### config.mk
export PLATFORM = sky130hd
export DESIGN_NAME = pport_blk_xfer
export DESIGN_NICKNAME = d
export VERILOG_FILES = /design/src/rtl/pxfer_pkg.sv /design/src/rtl/pxfer_fifo.sv /design/src/rtl/pxfer_ctrl_watch.sv /design/src/rtl/pport_blk_xfer.sv
export SDC_FILE = /design/constraint.sdc
export NUM_CORES = 1
export LEC_CHECK = 0
export CAP_MARGIN = 20
export CORE_UTILIZATION = 55
export CTS_BUF_LIST = sky130_fd_sc_hd__clkbuf_2 sky130_fd_sc_hd__clkbuf_4 sky130_fd_sc_hd__clkbuf_8
export DETAILED_ROUTE_END_ITERATION = 7
export HOLD_SLACK_MARGIN = 0.1
export PLACE_DENSITY = 0.85
export SYNTH_ARGS = -nofsm -noshare
export SYNTH_HDL_FRONTEND = slang
export SYNTH_SLANG_ARGS = --single-unit
export TNS_END_PERCENT = 100
### constraint.sdc
create_clock -name clk -period 9.71 [get_ports clk]
set_input_delay 2.4275 -clock clk [delete_from_list [all_inputs] [get_ports clk]]
set_output_delay 2.4275 -clock clk [all_outputs]
set_load 0.005 [all_outputs]
### src/rtl/pxfer_pkg.sv
package pxfer_pkg;

  typedef enum logic [1:0] {
    XM_IDLE  = 2'd0,
    XM_NIB   = 2'd1,
    XM_EPPRD = 2'd2,
    XM_WIDE  = 2'd3
  } xmode_e;

  localparam logic [7:0] CT_REST = 8'h04;
  localparam logic [7:0] CT_NLO  = 8'h06;
  localparam logic [7:0] CT_WSTB = 8'h07;
  localparam logic [7:0] CT_WREL = 8'h05;
  localparam logic [7:0] CT_BHI  = 8'hA6;
  localparam logic [7:0] CT_BLO  = 8'hA4;
  localparam logic [7:0] CT_MARK = 8'hAC;

  typedef struct packed {
    logic nib_lo;     // entered the low-nibble phase
    logic nib_hi;     // low phase -> rest: high-nibble phase
    logic rest;       // entered the rest value
    logic wr_commit;  // write strobe released
    logic byte_step;  // wide read advance
    logic mark;       // end-of-burst marker
  } ctl_ev_t;

  function automatic xmode_e decode_sel(input logic [1:0] hi);
    case (hi)
      2'b00:   return XM_NIB;
      2'b10:   return XM_EPPRD;
      2'b11:   return XM_WIDE;
      default: return XM_IDLE;
    endcase
  endfunction

endpackage

### src/rtl/pxfer_fifo.sv
module pxfer_fifo #(
  parameter int DW    = 8,
  parameter int DEPTH = 16
) (
  input  logic          clk,
  input  logic          rst,
  input  logic          push,
  input  logic [DW-1:0] din,
  input  logic          pop,
  output logic [DW-1:0] head,
  output logic          empty,
  output logic          full
);
  localparam int AW = (DEPTH > 1) ? $clog2(DEPTH) : 1;
  localparam int CW = $clog2(DEPTH + 1);

  logic [DW-1:0] mem [DEPTH];
  logic [AW-1:0] wr_ptr, rd_ptr;
  logic [CW-1:0] cnt;
  logic          push_ok, pop_ok;

  function automatic logic [AW-1:0] step(input logic [AW-1:0] p);
    return (p == AW'(DEPTH - 1)) ? '0 : p + AW'(1);
  endfunction

  assign empty   = (cnt == '0);
  assign full    = (cnt == CW'(DEPTH));
  assign push_ok = push && !full;
  assign pop_ok  = pop && !empty;
  assign head    = mem[rd_ptr];

  always_ff @(posedge clk) begin
    if (push_ok) mem[wr_ptr] <= din;
  end

  always_ff @(posedge clk) begin
    if (rst) begin
      wr_ptr <= '0;
      rd_ptr <= '0;
      cnt    <= '0;
    end else begin
      if (push_ok) wr_ptr <= step(wr_ptr);
      if (pop_ok)  rd_ptr <= step(rd_ptr);
      case ({push_ok, pop_ok})
        2'b10:   cnt <= cnt + CW'(1);
        2'b01:   cnt <= cnt - CW'(1);
        default: cnt <= cnt;
      endcase
    end
  end


  fifo_bound_chk: assert property (@(posedge clk) disable iff (rst)
    cnt <= CW'(DEPTH));


  full_drop_chk: assert property (@(posedge clk) disable iff (rst)
    (full && push && !pop) |=> full);


  empty_pop_chk: assert property (@(posedge clk) disable iff (rst)
    (empty && pop && !push) |=> empty);

endmodule

### src/rtl/pxfer_ctrl_watch.sv
module pxfer_ctrl_watch
  import pxfer_pkg::*;
(
  input  logic       clk,
  input  logic       rst,
  input  logic [7:0] ctrl,
  output ctl_ev_t    ev
);
  logic [7:0] prev_q;
  logic       chg;

  always_ff @(posedge clk) begin
    if (rst) prev_q <= CT_REST;
    else     prev_q <= ctrl;
  end

  assign chg = (ctrl != prev_q);

  always_comb begin
    ev.nib_lo    = chg && (ctrl == CT_NLO);
    ev.rest      = chg && (ctrl == CT_REST);
    ev.nib_hi    = chg && (ctrl == CT_REST) && (prev_q == CT_NLO);
    ev.wr_commit = chg && (ctrl == CT_WREL) && (prev_q == CT_WSTB);
    ev.byte_step = chg && ((ctrl == CT_BHI) ||
                           ((ctrl == CT_BLO) && (prev_q != CT_MARK)));
    ev.mark      = chg && (ctrl == CT_BLO) && (prev_q == CT_MARK);
  end

endmodule

### src/rtl/pport_blk_xfer.sv
module pport_blk_xfer
  import pxfer_pkg::*;
#(
  parameter int DEPTH = 16
) (
  input  logic       clk,
  input  logic       rst,
  input  logic [7:0] sel_byte,
  input  logic       sel_valid,
  input  logic [7:0] ctrl,
  input  logic [7:0] pd_in,
  input  logic       epp_rd,
  input  logic       epp_wr,
  output logic [7:0] pd_out,
  output logic       pd_oe,
  output logic [3:0] st_nib,
  input  logic       fill_en,
  input  logic [7:0] fill_data,
  output logic       rf_full,
  input  logic       wf_pop,
  output logic       wf_valid,
  output logic [7:0] wf_data,
  output logic       rd_underflow
);
  localparam int DW = 8;

  xmode_e        mode_q;
  ctl_ev_t       ev;
  logic [DW-1:0] rf_head, rd_byte;
  logic          rf_empty, wf_empty, wf_full_unused;
  logic          rd_take, wr_put, nib_lo_ld, nib_hi_ld, byte_ld, go_idle;
  logic          active;
  logic          sel_unused_bits;

  assign sel_unused_bits = ^sel_byte[5:0];

  pxfer_ctrl_watch u_watch (
    .clk (clk),
    .rst (rst),
    .ctrl(ctrl),
    .ev  (ev)
  );

  pxfer_fifo #(.DW(DW), .DEPTH(DEPTH)) u_rdq (
    .clk  (clk),
    .rst  (rst),
    .push (fill_en),
    .din  (fill_data),
    .pop  (rd_take),
    .head (rf_head),
    .empty(rf_empty),
    .full (rf_full)
  );

  pxfer_fifo #(.DW(DW), .DEPTH(DEPTH)) u_wrq (
    .clk  (clk),
    .rst  (rst),
    .push (wr_put),
    .din  (pd_in),
    .pop  (wf_pop),
    .head (wf_data),
    .empty(wf_empty),
    .full (wf_full_unused)
  );

  assign wf_valid = !wf_empty;
  assign rd_byte  = rf_empty ? {DW{1'b1}} : rf_head;
  assign active   = !sel_valid;

  always_comb begin
    rd_take   = 1'b0;
    wr_put    = 1'b0;
    nib_lo_ld = 1'b0;
    nib_hi_ld = 1'b0;
    byte_ld   = 1'b0;
    go_idle   = 1'b0;
    if (active) begin
      unique case (mode_q)
        XM_NIB: begin
          nib_lo_ld = ev.nib_lo;
          nib_hi_ld = ev.nib_hi;
          rd_take   = ev.nib_hi;
          wr_put    = ev.wr_commit;
          go_idle   = ev.rest && !ev.nib_hi;
        end
        XM_WIDE: begin
          byte_ld = ev.byte_step;
          rd_take = ev.byte_step;
          wr_put  = epp_wr;
          go_idle = ev.rest;
        end
        XM_EPPRD: begin
          byte_ld = epp_rd;
          rd_take = epp_rd;
          go_idle = ev.rest;
        end
        default: ;
      endcase
    end
  end

  always_ff @(posedge clk) begin
    if (rst) begin
      mode_q       <= XM_IDLE;
      pd_out       <= '0;
      st_nib       <= '0;
      pd_oe        <= 1'b0;
      rd_underflow <= 1'b0;
    end else begin
      if (sel_valid)    mode_q <= decode_sel(sel_byte[7:6]);
      else if (go_idle) mode_q <= XM_IDLE;
      if (byte_ld)   pd_out <= rd_byte;
      if (nib_lo_ld) st_nib <= rd_byte[3:0];
      if (nib_hi_ld) st_nib <= rd_byte[7:4];
      pd_oe <= ctrl[5] || (active && (mode_q == XM_EPPRD) && epp_rd);
      if (rd_take && rf_empty) rd_underflow <= 1'b1;
    end
  end


  unf_sticky_chk: assert property (@(posedge clk) disable iff (rst)
    rd_underflow |=> rd_underflow);


  end_idle_chk: assert property (@(posedge clk) disable iff (rst)
    (!sel_valid && ev.rest && (mode_q == XM_WIDE || mode_q == XM_EPPRD))
    |=> (mode_q == XM_IDLE));


  idle_hold_chk: assert property (@(posedge clk) disable iff (rst)
    (!sel_valid && mode_q == XM_IDLE) |=> ($stable(pd_out) && $stable(st_nib)));


  oe_dir_chk: assert property (@(posedge clk) disable iff (rst)
    ctrl[5] |=> pd_oe);


  mark_keep_chk: assert property (@(posedge clk) disable iff (rst)
    (ev.mark && !sel_valid && mode_q != XM_IDLE) |=> (mode_q == $past(mode_q)));


  sel_none_chk: assert property (@(posedge clk) disable iff (rst)
    (sel_valid && sel_byte[7:6] == 2'b01) |=> (mode_q == XM_IDLE));

endmodule

Word level (Yosys, flattened, before mapping)
Memory sizes are Yosys's and may differ from the RTL's. A register that Yosys moved wholly into a read port is not among the register bits.
Cells that the tools add are included.
{"block": "word_totals", "reg_bits": 50, "ramBits": 256, "inputBits": 39, "out_inout_bits": 24, "elab_cells": 109, "n_memories": 2}
{"memory": "u_rdq.mem", "words": 16, "word_bits": 8, "rd": 1, "rd_clocked_by_memory_dff": 1, "wr": 1, "line_no": "pxfer_fifo.sv:17", "source": "logic [DW-1:0] mem [DEPTH];"}
{"memory": "u_wrq.mem", "words": 16, "word_bits": 8, "rd": 1, "rd_clocked_by_memory_dff": 1, "wr": 1, "line_no": "pxfer_fifo.sv:17"}
{"block": "classes", "addsub": 8, "eq_ne": 24, "muxes": 32, "reduce_logical": 31}
{"op": "$eq 8x3->1 const B", "n": 5}
{"op": "$mux 4", "n": 10}
{"op": "$pmux 5 s2", "n": 2}
{"op": "$add 4x1->4 const B", "n": 4}
{"op": "$eq 4x4->1 const B", "n": 4}
{"op": "$eq 8x8->1 const B", "n": 2}
{"op": "$logic_and 1x1->1", "n": 15}
{"op": "$eq 2x2->1 const B", "n": 6}
{"op": "$mux 1", "n": 12}
{"op": "$add 5x1->5 const B", "n": 2}
{"op": "$eq 5x5->1 const B", "n": 2}
{"op": "$logic_not 5->1", "n": 2}
{"op": "$sub 5x1->5 const B", "n": 2}
{"op": "$mux 8", "n": 1}
{"op": "$ne 8x8->1", "n": 1}
{"op": "$ne 8x8->1 const B", "n": 1}
{"op": "$reduce_bool 2->1", "n": 4}
{"op": "$eq 2x1->1 const B", "n": 3}
{"op": "$logic_not 1->1", "n": 6}
{"op": "$pmux 1 s2", "n": 3}
{"op": "$pmux 2 s3", "n": 1}
{"op": "$mux 2", "n": 2}
{"op": "$pmux 1 s3", "n": 1}
{"op": "$logic_not 2->1", "n": 1}
{"op": "2 further kinds", "n": 3}

Logic depth before layout (Yosys ltp)
{"block": "logic_depth", "word_depth": 9, "mapped_depth": 16, "ltp_nobuf": 14}

By module
A second synthesis with hierarchy kept.
{"block": "hier_totals", "cells_unflattened": 732, "area_unflattened_um2": 13006.2}
{"mod": "pxfer_fifo", "n_inst": 2, "cells_each": 296, "area_per_inst_um2": 5855.6, "seq_area_each_um2": 4184.0}
{"mod": "pport_blk_xfer", "n_inst": 1, "cells_each": 96, "area_per_inst_um2": 839.6, "seq_area_each_um2": 320.3}
{"mod": "pxfer_ctrl_watch", "n_inst": 1, "cells_each": 44, "area_per_inst_um2": 455.4, "seq_area_each_um2": 160.2}

Least setup slack after synthesis
OpenSTA, ideal clock, no wires.
{"block": "synth_path", "path_type": "input to register", "startpoint": "input ctrl[0]", "endpoint": "register u_wrq.cnt[4]", "setup_time_ps": 128, "arrival_time_ps": 4941, "required_time_ps": 9582, "path_slack_ps": 4642, "stages": 15, "path_buffers": 1, "cell_sequence": "xor2_1 > nor4_2 > a2111oi_0 > o21a_1 > buf_4 > inv_2 > ha_1 > inv_1 > fa_1 > nor2b_1 > o21ai_0 > and3_1 > nor3_1 > xnor2_1 > nor2_1"}
{"block": "synth_via", "elab_chain_cells": 8, "word_cells_on_any_way": 11, "cone_classes": "eq/ne: 4; mux: 3; reduce/logical: 4"}
{"element": "from (decl)", "line_no": "pport_blk_xfer.sv:10", "source": "input logic [7:0] ctrl,"}
{"element": "$ne 8x8->1 or $eq 8x3->1 (tied branches)", "line_no": "pxfer_ctrl_watch.sv:17, pxfer_ctrl_watch.sv:23"}
{"element": "$logic_and 1x1->1 (*) (2 in series)", "line_no": "pxfer_ctrl_watch.sv:23", "source": "ev.wr_commit = chg && (ctrl == CT_WREL) && (prev_q == CT_WSTB);"}
{"element": "$pmux 1 s2 (*)", "line_no": "pport_blk_xfer.sv:78", "source": "unique case (mode_q)"}
{"element": "$mux 1 (*)", "line_no": "pport_blk_xfer.sv:77", "source": "if (active) begin"}
{"element": "$logic_and 1x1->1 (*)", "line_no": "pxfer_fifo.sv:28", "source": "assign push_ok = push && !full;"}
{"element": "$eq 2x1->1 or $eq 2x2->1 (tied branches)", "line_no": "pxfer_fifo.sv:44", "source": "case ({push_ok, pop_ok})"}
{"element": "$pmux 5 s2 or $reduce_bool 2->1 (tied branches)"}
{"element": "to (signal assigned)", "line_no": "pxfer_fifo.sv:45", "source": "2'b10: cnt <= cnt + CW'(1);"}
{"element": "to (signal assigned)", "line_no": "pxfer_fifo.sv:46", "source": "2'b01: cnt <= cnt - CW'(1);"}
{"element": "to (signal assigned)", "line_no": "pxfer_fifo.sv:47", "source": "default: cnt <= cnt;"}
{"element": "to (decl)", "line_no": "pxfer_fifo.sv:19", "source": "logic [CW-1:0] cnt;"}
Every way passes the cells marked *; elsewhere a longest branch is shown, timed or not.
A chain may end at the register's enable or synchronous reset.

Worst setup path in the final report
{"block": "layout_path", "startpoint": "input ctrl[1]", "endpoint": "register u_wrq.cnt[4]"}
The elaborated chain is that of the path after synthesis.

==> flow_metrics.env <==
export IMPL_die_width_um=155
export IMPL_multi_input_area_um2=3780
export IMPL_drt_initial_drc_count=462
export IMPL_ys_async_sr_fraction=0
export IMPL_antenna_cells=0
export IMPL_irDropWorstVdd_mv=0.132
export IMPL_grt_pass1_wl_um=38100
export IMPL_max_slew_worst_pin_slew_ns=1.01
export IMPL_syn_to_final_growth_pct=13.8
export IMPL_wirelength_um=24000
export IMPL_syn_num_nets=845
export IMPL_whs_endpoint="rd_underflow"
export IMPL_reg2reg_slack_ns=6.07
export IMPL_antenna_found_initial=0
export IMPL_r2r_end="u_wrq.cnt[4]"
export IMPL_clk_path_buf_depth=3
export IMPL_grt_usage=0.207
export IMPL_outcome="complete, no violations"
export IMPL_viasPerCell=5.81
export IMPL_cts_setup_buffers=0
export IMPL_fin_skew_ns=0.0411
export IMPL_synth_edf_count=256
export IMPL_dieArea_um2=24000
export IMPL_io_buffers=56
export IMPL_slowest_stage="clkdlybuf4s50_1"
export IMPL_path_clk_slew_ns=0.06
export IMPL_fmax_mhz=178
export IMPL_yosysWarnings=0
export IMPL_synthCells=785
export IMPL_ios=63
export IMPL_dpl_cell_count=1126
export IMPL_layoutNonFillerInstCount=1213
export IMPL_clock_latency_ns=0.56
export IMPL_fin_crit_ns=5.61
export IMPL_coreArea_um2=22800
export IMPL_fp_dieH_um=155
export IMPL_synth_seq_cells=314
export IMPL_root_buffer="clkbuf_8"
export IMPL_power_per_cell_area_nw_per_um2=179
export IMPL_place_hpwl_um=15800
export IMPL_rsz0062_at_grt="no"
export IMPL_fillers=1544
export IMPL_ant_nets=0
export IMPL_synth_area_um2=12900
export IMPL_nets=924
export IMPL_combPwrFrac=0.031
export IMPL_maxSlewHeadroom=0.320
export IMPL_maxSlewViolCount=0
export IMPL_register_area_um2=8850
export IMPL_grt_pass1_vias=7282
export IMPL_cts_buffers=49
export IMPL_syn_avg_cell_area_um2=16.4
export IMPL_p_sw_frac=0.207
export IMPL_setup_tns_final_ns=0
export IMPL_dr_pass1_iters=4
export IMPL_drv_cap=0
export IMPL_cp_end_kind="register"
export IMPL_final_layout_size_suffix_gt1_frac=0.186
export IMPL_drcViolationCount=0
export IMPL_synth_flop_cell="edfxtp_1"
export IMPL_placementRows=55
export IMPL_synth_distinct_cells=63
export IMPL_slowest_delay_ns=0.53
export IMPL_wire_per_inst_um=19.8
export IMPL_power_leakage_uw=0.00475
export IMPL_p_switching_uw=542
export IMPL_hold_depth=1
export IMPL_num_vias=7044
export IMPL_cts_resized=0
export IMPL_hold_start="rd_underflow"
export IMPL_ctsHoldBuffers=0
export IMPL_place_area_um2=13700
export IMPL_design_area_um2=14700
export IMPL_routabilityCongestion=0.833
export IMPL_cp_cell_sequence="clkdlybuf4s50_1, xor2_1, nor4_2, a2111oi_0, o21a_1, inv_2, ha_1, inv_1, fa_1, nor2b_1, o21ai_0, and3_1, nor3_1, xnor2_1, nor2_1"
export IMPL_cts_sinks=314
export IMPL_worst_ep_required_time_ns=10.13
export IMPL_p_int_uw=2080
export IMPL_pwr_share_seq=0.562
export IMPL_finalSetupViolations=0
export IMPL_initial_core_util=0.565
export IMPL_hp_class="register to register"
export IMPL_utilization=0.644
export IMPL_hold_violations=0
export IMPL_criticalPathCategory="input pin to register"
export IMPL_yosysSeqAreaShare=0.687
export IMPL_grt_max_degree=45
export IMPL_cts_tree="done"
export IMPL_worstPathMaxFanout=19
export IMPL_finalCritPeriodShare=0.578
export IMPL_r2r_cells=13
export IMPL_cp_arrival_ns=6.03
export IMPL_overflow=0
export IMPL_clkPwrFrac=0.407
export IMPL_start_kind="input pin"
export IMPL_rr_startpoint="u_watch.prev_q[5]"
export IMPL_cts_htree_levels=2
-- per-stage QoR --
step                setup slack [ns]  hold WS (ns)  power (uW)
finish                          4.10         0.463        2620
global route                    3.85         0.476        2700
CTS                             4.17         0.466        2640
detailed placement              3.56         0.454        1580
global placement                3.60         0.448        1580
floorplan                       4.64         0.454        1540
-- synthesized netlist by cell type (2+ instances only) --
cell | number | area [um^2]
buf_4 | 5 | 37.5
o41ai_1 | 2 | 17.5
o21ai_0 | 23 | 115
a221oi_1 | 12 | 105
buf_1 | 4 | 15.0
mux4_1 | 6 | 158
buf_2 | 4 | 20.0
xor2_1 | 15 | 131
clkbuf_1 | 21 | 78.8
nor4_1 | 5 | 31.3
nand3_1 | 5 | 25.0
nand2b_1 | 4 | 25.0
nor3b_1 | 8 | 60.1
ha_1 | 20 | 250
inv_1 | 17 | 63.8
a31oi_1 | 4 | 25.0
mux2i_1 | 29 | 290
nand3b_1 | 2 | 15.0
a21o_1 | 3 | 22.5
or2_2 | 3 | 18.8
or4_1 | 2 | 15.0
a21oi_1 | 25 | 125
nand2_1 | 22 | 82.6
nor4b_2 | 2 | 30.0
a22oi_1 | 7 | 52.6
and3_1 | 18 | 113
o21a_1 | 4 | 30.0
edfxtp_1 | 256 | 7690
and2_1 | 4 | 25.0
nor3_1 | 17 | 85.1
xnor2_1 | 4 | 35.0
nor2_1 | 69 | 259
nor2b_1 | 13 | 81.3
nor4_2 | 2 | 25.0
or3_1 | 3 | 18.8
dfxtp_1 | 58 | 1160
or2_1 | 2 | 12.5
o32ai_1 | 3 | 26.3
mux4_2 | 56 | 1260
nand4_1 | 3 | 18.8
-- registers in the layout, summed over array words and instances (netlist names), named ones only --
signal and cells:
u_rdq.cnt 5, u_wrq.rd_ptr 4, u_rdq.rd_ptr 4, u_wrq.cnt 5, st_nib 4, pd_out 8, u_wrq.mem 128, u_rdq.mem 128
mode_q 2, rd_underflow 1, pd_oe 1, u_watch.prev_q 8, u_wrq.wr_ptr 4, u_rdq.wr_ptr 4
-- cell type report --
| class | count | area share |
|---|---|---|
| Clock buffer | 76 | 0.0603 |
| Clock inverter | 11 | 0.00452 |
| Inverter | 19 | 0.00486 |
| Multi-Input combinational cell | 415 | 0.258 |
| Sequential cell | 314 | 0.604 |
| Tap cell | 313 | 0.0267 |
| Timing Repair Buffer | 65 | 0.0423 |
-- how the worst max path moves through the flow --
stage / slack [ns] / cells past startpoint / startpoint / to
CTS: 4.17 / 15 / ctrl[1] / u_wrq.cnt[4]
global placement: 3.60 / 15 / ctrl[1] / u_wrq.cnt[4]
floorplan: 4.64 / 15 / ctrl[0] / u_wrq.cnt[4]
finish: 4.10 / 15 / ctrl[1] / u_wrq.cnt[4]
global route: 3.85 / 14 / ctrl[7] / u_wrq.cnt[4]
detailed placement: 3.56 / 15 / ctrl[1] / u_wrq.cnt[4]
-- layer usage --
layer	track usage	routed length, um
met5	0	0
met4	0.0679	461
met3	0.0409	1250
met2	0.361	12500
met1	0.260	9800
-- cells in the final DEF (no fill, tap or decap), types with 5 or more instances in the layout --
| cell type | instances |
|---|---|
| clkdlybuf4s50_1 | 55 |
| mux2i_1 | 29 |
| nor2_1 | 69 |
| buf_4 | 8 |
| o21ai_0 | 23 |
| ha_1 | 20 |
| edfxtp_1 | 256 |
| nor4_1 | 5 |
| mux4_1 | 6 |
| xor2_1 | 15 |
| a22oi_1 | 7 |
| clkbuf_8 | 50 |
| clkinv_2 | 6 |
| nor3b_1 | 8 |
| a21oi_1 | 25 |
| nand2_1 | 22 |
| inv_1 | 17 |
| nor2b_1 | 13 |
| mux4_2 | 56 |
| and3_1 | 18 |
| nand3_1 | 5 |
| dfxtp_1 | 56 |
| a221oi_1 | 12 |
| nor3_1 | 17 |
| clkbuf_4 | 26 |
-- power groups by stage --
| stage | Sequential, uW | Clock (uW) | Combinational [uW] |
|---|---|---|---|
| final | 1470 | 1070 | 81.2 |
| after global routing | 1470 | 1140 | 89.7 |
| after floorplan | 1500 | 0 | 40.3 |
| after CTS | 1470 | 1090 | 81.6 |
| after global placement | 1500 | 0 | 78.0 |
| after detailed placement | 1500 | 0 | 81.3 |
-- critical path, delay by kind of cell --
| kind | cells | cell delay [ns] |
|---|---|---|
| compound gates | 3 | 0.73 |
| xor+xnor | 2 | 0.36 |
| simple gates | 5 | 1.08 |
| fa+ha+maj | 2 | 0.62 |
| buf+inv | 3 | 0.81 |
-- cells by family (layout without fill, tap and decap cells) --
family / after synthesis / in the layout / share of synthesized area
AO/OA/AOI/OAI: 94 / 94 / 0.0478
XOR/XNOR: 19 / 19 / 0.0129
adder cells (fa/ha/maj): 21 / 21 / 0.0210
buffers and inverters: 56 / 171 / 0.0197
flip-flops: 314 / 314 / 0.687
multiplexers: 92 / 92 / 0.134
AND/OR/NAND/NOR: 189 / 189 / 0.0779
Power figures use the tool's default switching activity.
